<file path="config.mk">
export PLATFORM = sky130hd
export DESIGN_NAME = grid_scanner
export DESIGN_NICKNAME = d
export VERILOG_FILES = /design/src/rtl/scan_pkg.sv /design/src/rtl/ring_ptr.sv /design/src/rtl/scan_index.sv /design/src/rtl/phase_gen.sv /design/src/rtl/grid_scanner.sv
export SDC_FILE = /design/constraint.sdc
export NUM_CORES = 1
export LEC_CHECK = 0
export BUFFER_PORTS_ARGS = -buffer_cell sky130_fd_sc_hd__buf_2
export CORE_ASPECT_RATIO = 1.75
export CORE_UTILIZATION = 55
export DETAILED_ROUTE_END_ITERATION = 8
export PLACE_DENSITY_LB_ADDON = 0.25
export SLEW_MARGIN = 20
export SYNTH_ARGS = -nofsm -noshare
export SYNTH_HDL_FRONTEND = slang
export SYNTH_HIERARCHICAL = 1
export SYNTH_SLANG_ARGS = --single-unit
</file>
<file path="constraint.sdc">
create_clock -name clk -period 3.5 [get_ports clk]
set_clock_uncertainty 0.1 [all_clocks]
set_input_delay 0 -clock clk [delete_from_list [all_inputs] [get_ports clk]]
set_output_delay 0 -clock clk [all_outputs]
set_load 0.01 [all_outputs]
</file>
<file path="src/rtl/scan_pkg.sv">
package scan_pkg;

    // Phase sequencer states, cycled in this order
    typedef enum logic [1:0] {
        PH_A    = 2'd0,
        GAP_AB  = 2'd1,
        PH_B    = 2'd2,
        GAP_BA  = 2'd3
    } phase_e;

    localparam int GAP_CNT_W = 8;

    typedef struct packed {
        phase_e                 st;
        logic [GAP_CNT_W-1:0]   gap_cnt;
    } phase_state_t;

endpackage

</file>
<file path="src/rtl/ring_ptr.sv">
module ring_ptr #(
    parameter int N = 14
) (
    input  logic         clk,
    input  logic         rst,
    input  logic         step,
    output logic [N-1:0] ptr,
    output logic         at_last
);

    logic [N-1:0] ptr_d, ptr_q;

    generate
        if (N == 1) begin : g_single
            always_comb ptr_d = ptr_q;
        end else begin : g_multi
            always_comb begin
                ptr_d = ptr_q;
                if (step) ptr_d = {ptr_q[N-2:0], ptr_q[N-1]};
            end
        end
    endgenerate

    always_ff @(posedge clk) begin
        if (rst) ptr_q <= {{(N-1){1'b0}}, 1'b1};
        else     ptr_q <= ptr_d;
    end

    assign ptr     = ptr_q;
    assign at_last = ptr_q[N-1];

    // pointer stays one-hot
    assert_ptr_onehot_R4: assert property (@(posedge clk) disable iff (rst)
        $countones(ptr_q) == 1);

    // no step request means the pointer holds
    assert_ptr_hold_R3: assert property (@(posedge clk) disable iff (rst)
        !step |=> $stable(ptr_q));

endmodule

</file>
<file path="src/rtl/scan_index.sv">
module scan_index #(
    parameter int COLS = 14,
    parameter int ROWS = 10
) (
    input  logic                               clk,
    input  logic                               rst,
    output logic [$clog2(COLS*ROWS)-1:0]       elem_idx,
    output logic                               scan_start
);

    localparam int TOTAL = COLS * ROWS;
    localparam int IW    = $clog2(TOTAL);
    localparam int CW    = (COLS > 1) ? $clog2(COLS) : 1;
    localparam int RW    = (ROWS > 1) ? $clog2(ROWS) : 1;

    typedef struct packed {
        logic [CW-1:0] col;
        logic [RW-1:0] row;
        logic [IW-1:0] idx;
        logic          start;
    } idx_state_t;

    idx_state_t s_d, s_q;
    logic       col_wrap;

    always_comb begin
        s_d      = s_q;
        col_wrap = (s_q.col == CW'(COLS - 1));
        s_d.col  = col_wrap ? '0 : s_q.col + CW'(1);
        if (col_wrap)
            s_d.row = (s_q.row == RW'(ROWS - 1)) ? '0 : s_q.row + RW'(1);
        s_d.idx   = (s_q.idx == IW'(TOTAL - 1)) ? '0 : s_q.idx + IW'(1);
        s_d.start = (s_d.idx == '0);
    end

    always_ff @(posedge clk) begin
        if (rst) begin
            s_q.col   <= '0;
            s_q.row   <= '0;
            s_q.idx   <= '0;
            s_q.start <= 1'b1;
        end else begin
            s_q <= s_d;
        end
    end

    assign elem_idx   = s_q.idx;
    assign scan_start = s_q.start;

    // flat count agrees with separate row/column counters
    assert_idx_split_R5: assert property (@(posedge clk) disable iff (rst)
        32'(s_q.idx) == 32'(s_q.row) * COLS + 32'(s_q.col));

    // strobe only at element 0
    assert_start_zero_R6: assert property (@(posedge clk) disable iff (rst)
        s_q.start == (s_q.idx == '0));

endmodule

</file>
<file path="src/rtl/phase_gen.sv">
module phase_gen
    import scan_pkg::*;
#(
    parameter int DEAD_CYC = 1
) (
    input  logic clk,
    input  logic rst,
    output logic ph1_en,
    output logic ph2_en
);

    localparam logic [GAP_CNT_W-1:0] GAP_LAST = GAP_CNT_W'(DEAD_CYC - 1);

    phase_state_t s_d, s_q;

    always_comb begin
        s_d = s_q;
        unique case (s_q.st)
            PH_A: begin
                s_d.st      = GAP_AB;
                s_d.gap_cnt = '0;
            end
            GAP_AB: begin
                if (s_q.gap_cnt == GAP_LAST) s_d.st = PH_B;
                else s_d.gap_cnt = s_q.gap_cnt + 1'b1;
            end
            PH_B: begin
                s_d.st      = GAP_BA;
                s_d.gap_cnt = '0;
            end
            GAP_BA: begin
                if (s_q.gap_cnt == GAP_LAST) s_d.st = PH_A;
                else s_d.gap_cnt = s_q.gap_cnt + 1'b1;
            end
            default: s_d.st = GAP_BA;
        endcase
    end

    always_ff @(posedge clk) begin
        if (rst) begin
            s_q.st      <= GAP_BA;
            s_q.gap_cnt <= GAP_LAST;
        end else begin
            s_q <= s_d;
        end
    end

    assign ph1_en = (s_q.st == PH_A);
    assign ph2_en = (s_q.st == PH_B);

    // phases never overlap
    assert_no_overlap_R7: assert property (@(posedge clk) disable iff (rst)
        !(ph1_en && ph2_en));

    // a phase is always followed by a low cycle of both
    assert_dead_after_ph1_R7: assert property (@(posedge clk) disable iff (rst)
        ph1_en |=> (!ph1_en && !ph2_en));

    assert_dead_after_ph2_R7: assert property (@(posedge clk) disable iff (rst)
        ph2_en |=> (!ph1_en && !ph2_en));

endmodule

</file>
<file path="src/rtl/grid_scanner.sv">
module grid_scanner #(
    parameter int COLS     = 14,
    parameter int ROWS     = 10,
    parameter int DEAD_CYC = 1
) (
    input  logic                         clk,
    input  logic                         rst,
    output logic [COLS-1:0]              col_sel,
    output logic [ROWS-1:0]              row_sel,
    output logic [$clog2(COLS*ROWS)-1:0] elem_idx,
    output logic                         scan_start,
    output logic                         ph1_en,
    output logic                         ph2_en
);

    logic col_last;
    logic row_last;

    ring_ptr #(.N(COLS)) u_col (
        .clk     (clk),
        .rst     (rst),
        .step    (1'b1),
        .ptr     (col_sel),
        .at_last (col_last)
    );

    ring_ptr #(.N(ROWS)) u_row (
        .clk     (clk),
        .rst     (rst),
        .step    (col_last),
        .ptr     (row_sel),
        .at_last (row_last)
    );

    scan_index #(.COLS(COLS), .ROWS(ROWS)) u_idx (
        .clk        (clk),
        .rst        (rst),
        .elem_idx   (elem_idx),
        .scan_start (scan_start)
    );

    phase_gen #(.DEAD_CYC(DEAD_CYC)) u_ph (
        .clk    (clk),
        .rst    (rst),
        .ph1_en (ph1_en),
        .ph2_en (ph2_en)
    );

    // strobe coincides with the one-hot origin of both pointers
    assert_start_origin_R6: assert property (@(posedge clk) disable iff (rst)
        scan_start |-> (col_sel[0] && row_sel[0]));

    // last column is followed by column 0
    assert_col_wrap_R2: assert property (@(posedge clk) disable iff (rst)
        col_sel[COLS-1] |=> col_sel[0]);

    // full-grid wrap returns the row pointer to row 0
    assert_row_wrap_R3: assert property (@(posedge clk) disable iff (rst)
        (col_last && row_last) |=> (row_sel[0] && scan_start));

    // column bit agrees with the flat element number
    assert_idx_col_R5: assert property (@(posedge clk) disable iff (rst)
        col_sel[32'(elem_idx) % COLS]);

endmodule

</file>
==> flow_summary.yaml <==
logic_synthesis:
  synth_area_mm2: 0.001886
  synth_edf_count: 0
  synth-main-ff-cell: "dfxtp_1"
  synth-seq-cells: 43
  synth_nets: 199
  synth_top_cells_by_area: "dfxtp_1 (46%), mux2i_1 (13%), nor2_1 (7.0%)"
  syn-instance-count: 189
  seq_area_frac_synth_pct: 45.65
  ys_warn_count: 6
  synthArstFlopShare_pct: 0
  avgSynthCellArea_um2: 9.976
  ys_types: 36
  synth_most_common_cell: "dfxtp_1"
  synth_top_cell_area_share_pct: 45.65
  synthTopCellsByCount: "dfxtp_1 (43), nor2_1 (35), mux2i_1 (24), ha_1 (8), nand3_1 (7)"
  yosys.area.top_type: "dfxtp_1"
critical_path:
  path_class: "reg2reg"
  worstSetupStartpoint: "u_idx/elem_idx[0]"
  crit_family: "flip-flops"
  end_kind: "register"
  r2r-start: "u_idx/elem_idx[0]"
  cp_max_fo: 6
  critPathBufInv: 0
  cp.arrival_ps: 1880
  critPathSlowestCell: "dfxtp_1"
  critical_path.max_stage_delay_ps: 420
  cp_cell_sequence: "ha_1, and3_2, nand3_1, xnor2_1, o41ai_2"
  required_ps: 3600
  startpoint_type: "register"
floorplanning:
  die_w_um: 46.26
  io_pins: 37
  fp.dieArea_mm2: 0.003676
  die_h_um: 79.46
  rows: 27
  core_area_mm2: 0.003209
  start_util_pct: 58.75
timing:
  worstMarginPinSlew_ps: 619.1
  rsz0062_at_grt: "no"
  min_period_ps: 1779
  finalWorstSetupSlack_ps: 1721
  max_slew_margin_pct: 58.67
  slew_viol_final: 0
  fin_setup_tns_ps: 0
  hold_viol_final: 0
  hold_ws_ps: 61.81
  max_freq_ghz: 0.5622
  setup_violations: 0
  period_share_pct: 50.82
power_and_ir_drop:
  p_leak_nw: 0.9464
  powerDensity_mw_per_mm2: 480.1
  internal_power_mw: 0.8157
  comb_power_share_pct: 7.2
  ir_drop_uv: 319.5
  power.switching_mw: 0.2278
  power_mw: 1.043
  clkPwrFrac_pct: 43.8
  p_seq_share_pct: 49.0
  switching_share_pct: 21.83
cts:
  cts-htree-levels: 2
  cts_hold_buffers: 0
  clock_path_buffers: 2
  cts_setup_buffers: 0
  cts_root_buffer: "clkbuf_8"
  cts_resized: 0
  numCtsBuffers: 5
  clk-insertion-delay-late_ps: 300
  cts_tree: "done"
  clkTransAtPathRegs_ps: 80
  cts.sinks: 43
route:
  via_per_inst: 5.382
  wl_per_cell_um: 13.52
  ant_nets: 0
  drcViolationCount: 1
  first_pass_iters: 6
  via_count: 1437
  drt_iter0_drc: 40
  wirelength_um: 3611
layout:
  final_nets: 233
  diodes: 0
  drive_above_1_share_pct: 23.66
  multi_input_area_um2: 919.6
  syn2layout_area_growth_pct: 15.26
  fill_cells: 265
  regArea_um2: 860.8
global_route:
  antenna_found_initial: 0
  grt_max_degree: 32
  gr-total-overflow: 0
  first_global_vias: 1398
  track_usage_pct: 21.71
  grt_first_pass_wirelength_um: 5858
placed_design:
  dp_slack_ps: 1780
  hpwl_um: 2588
  gp_congestion: 0.8578
  io_buffers: 36
run_status:
  outcome: "finished, violations left"
  violations: "design-rule violations"
run:
  cap_violations: 0
worst_hold_path:
  hold_path_startpoint: "rst"
  hold_class: "in2reg"
==> area by class of cell <==
class	instances	area share, %
repair buffers	36	8.290
clock inverters	3	3.109
clock buffers	5	3.166
well taps	43	2.476
inverters	6	1.036
multi-input cells	131	42.31
flip-flops and latches	43	39.61
==> registers in the layout, summed over array words and instances, names as in the netlist <==
signal / flops
u_col/ptr: 14
u_ph/s_q: 10
u_row/ptr: 10
u_idx/scan_start: 1
u_idx/elem_idx: 8
==> routing by layer <==
metal | GRT usage [%] | wire length [µm] | vias up
li1 | - | - | 709
met1 | 21.12 | 1396 | 682
met2 | 39.44 | 1994 | 40
met3 | 5.430 | 157 | 6
met4 | 10.59 | 63 | 0
met5 | 0 | 0 | -
==> kinds of logic (layout without fill, tap and decap cells) <==
kind of cell	Yosys count	after routing	share of synthesized area, %
AOI/OAI and AO/OA	20	20	8.296
other	1	1	0.1989
adders and majority gates	8	8	5.309
DFF	43	43	45.65
muxes	24	24	12.74
xor gates and xnor gates	8	8	3.716
and+or+nand+nor	70	70	18.51
buffers and inverters	15	50	5.573
==> placed cells by master (no fill, tap or decap), drive strengths merged, types with 4 or more instances in the layout <==
| cell | instances |
|---|---|
| or3 | 6 |
| nor2 | 35 |
| ha | 8 |
| inv | 6 |
| buf | 36 |
| a21oi | 7 |
| nand3 | 7 |
| nor3 | 4 |
| dfxtp | 43 |
| clkbuf | 5 |
| o21ai | 7 |
| xnor2 | 5 |
| mux2i | 24 |
==> stage by stage <==
step | instance area [µm²] | utilization (%) | instances
2_1_floorplan | 1886 | - | 189
3_3_place_gp | 2037 | 63.47 | 259
3_5_place_dp | 2037 | 63.47 | 259
4_1_cts | 2173 | 67.72 | 267
5_1_grt | 2173 | 67.72 | 267
6_report | 2173 | 67.72 | 267
==> final timing paths <==
kind / cells after the start / slack [ps] / endpoint
max: 5 / 1720 / u_idx/scan_start
min: 2 / 60 / u_col/ptr[3]
max reg2reg: 5 / 1720 / u_idx/scan_start
min reg2reg: 1 / 400 / u_idx/elem_idx[0]
==> power by group through the flow <==
stage	sequential, mW	combinational [mW]	clock, mW
finish	0.511	0.0756	0.457
global placement	0.521	0.0703	0
global route	0.514	0.0839	0.481
CTS	0.511	0.0751	0.466
detailed placement	0.523	0.0747	0
floorplan	0.524	0.0580	0
(Power assumes the default switching activity.)
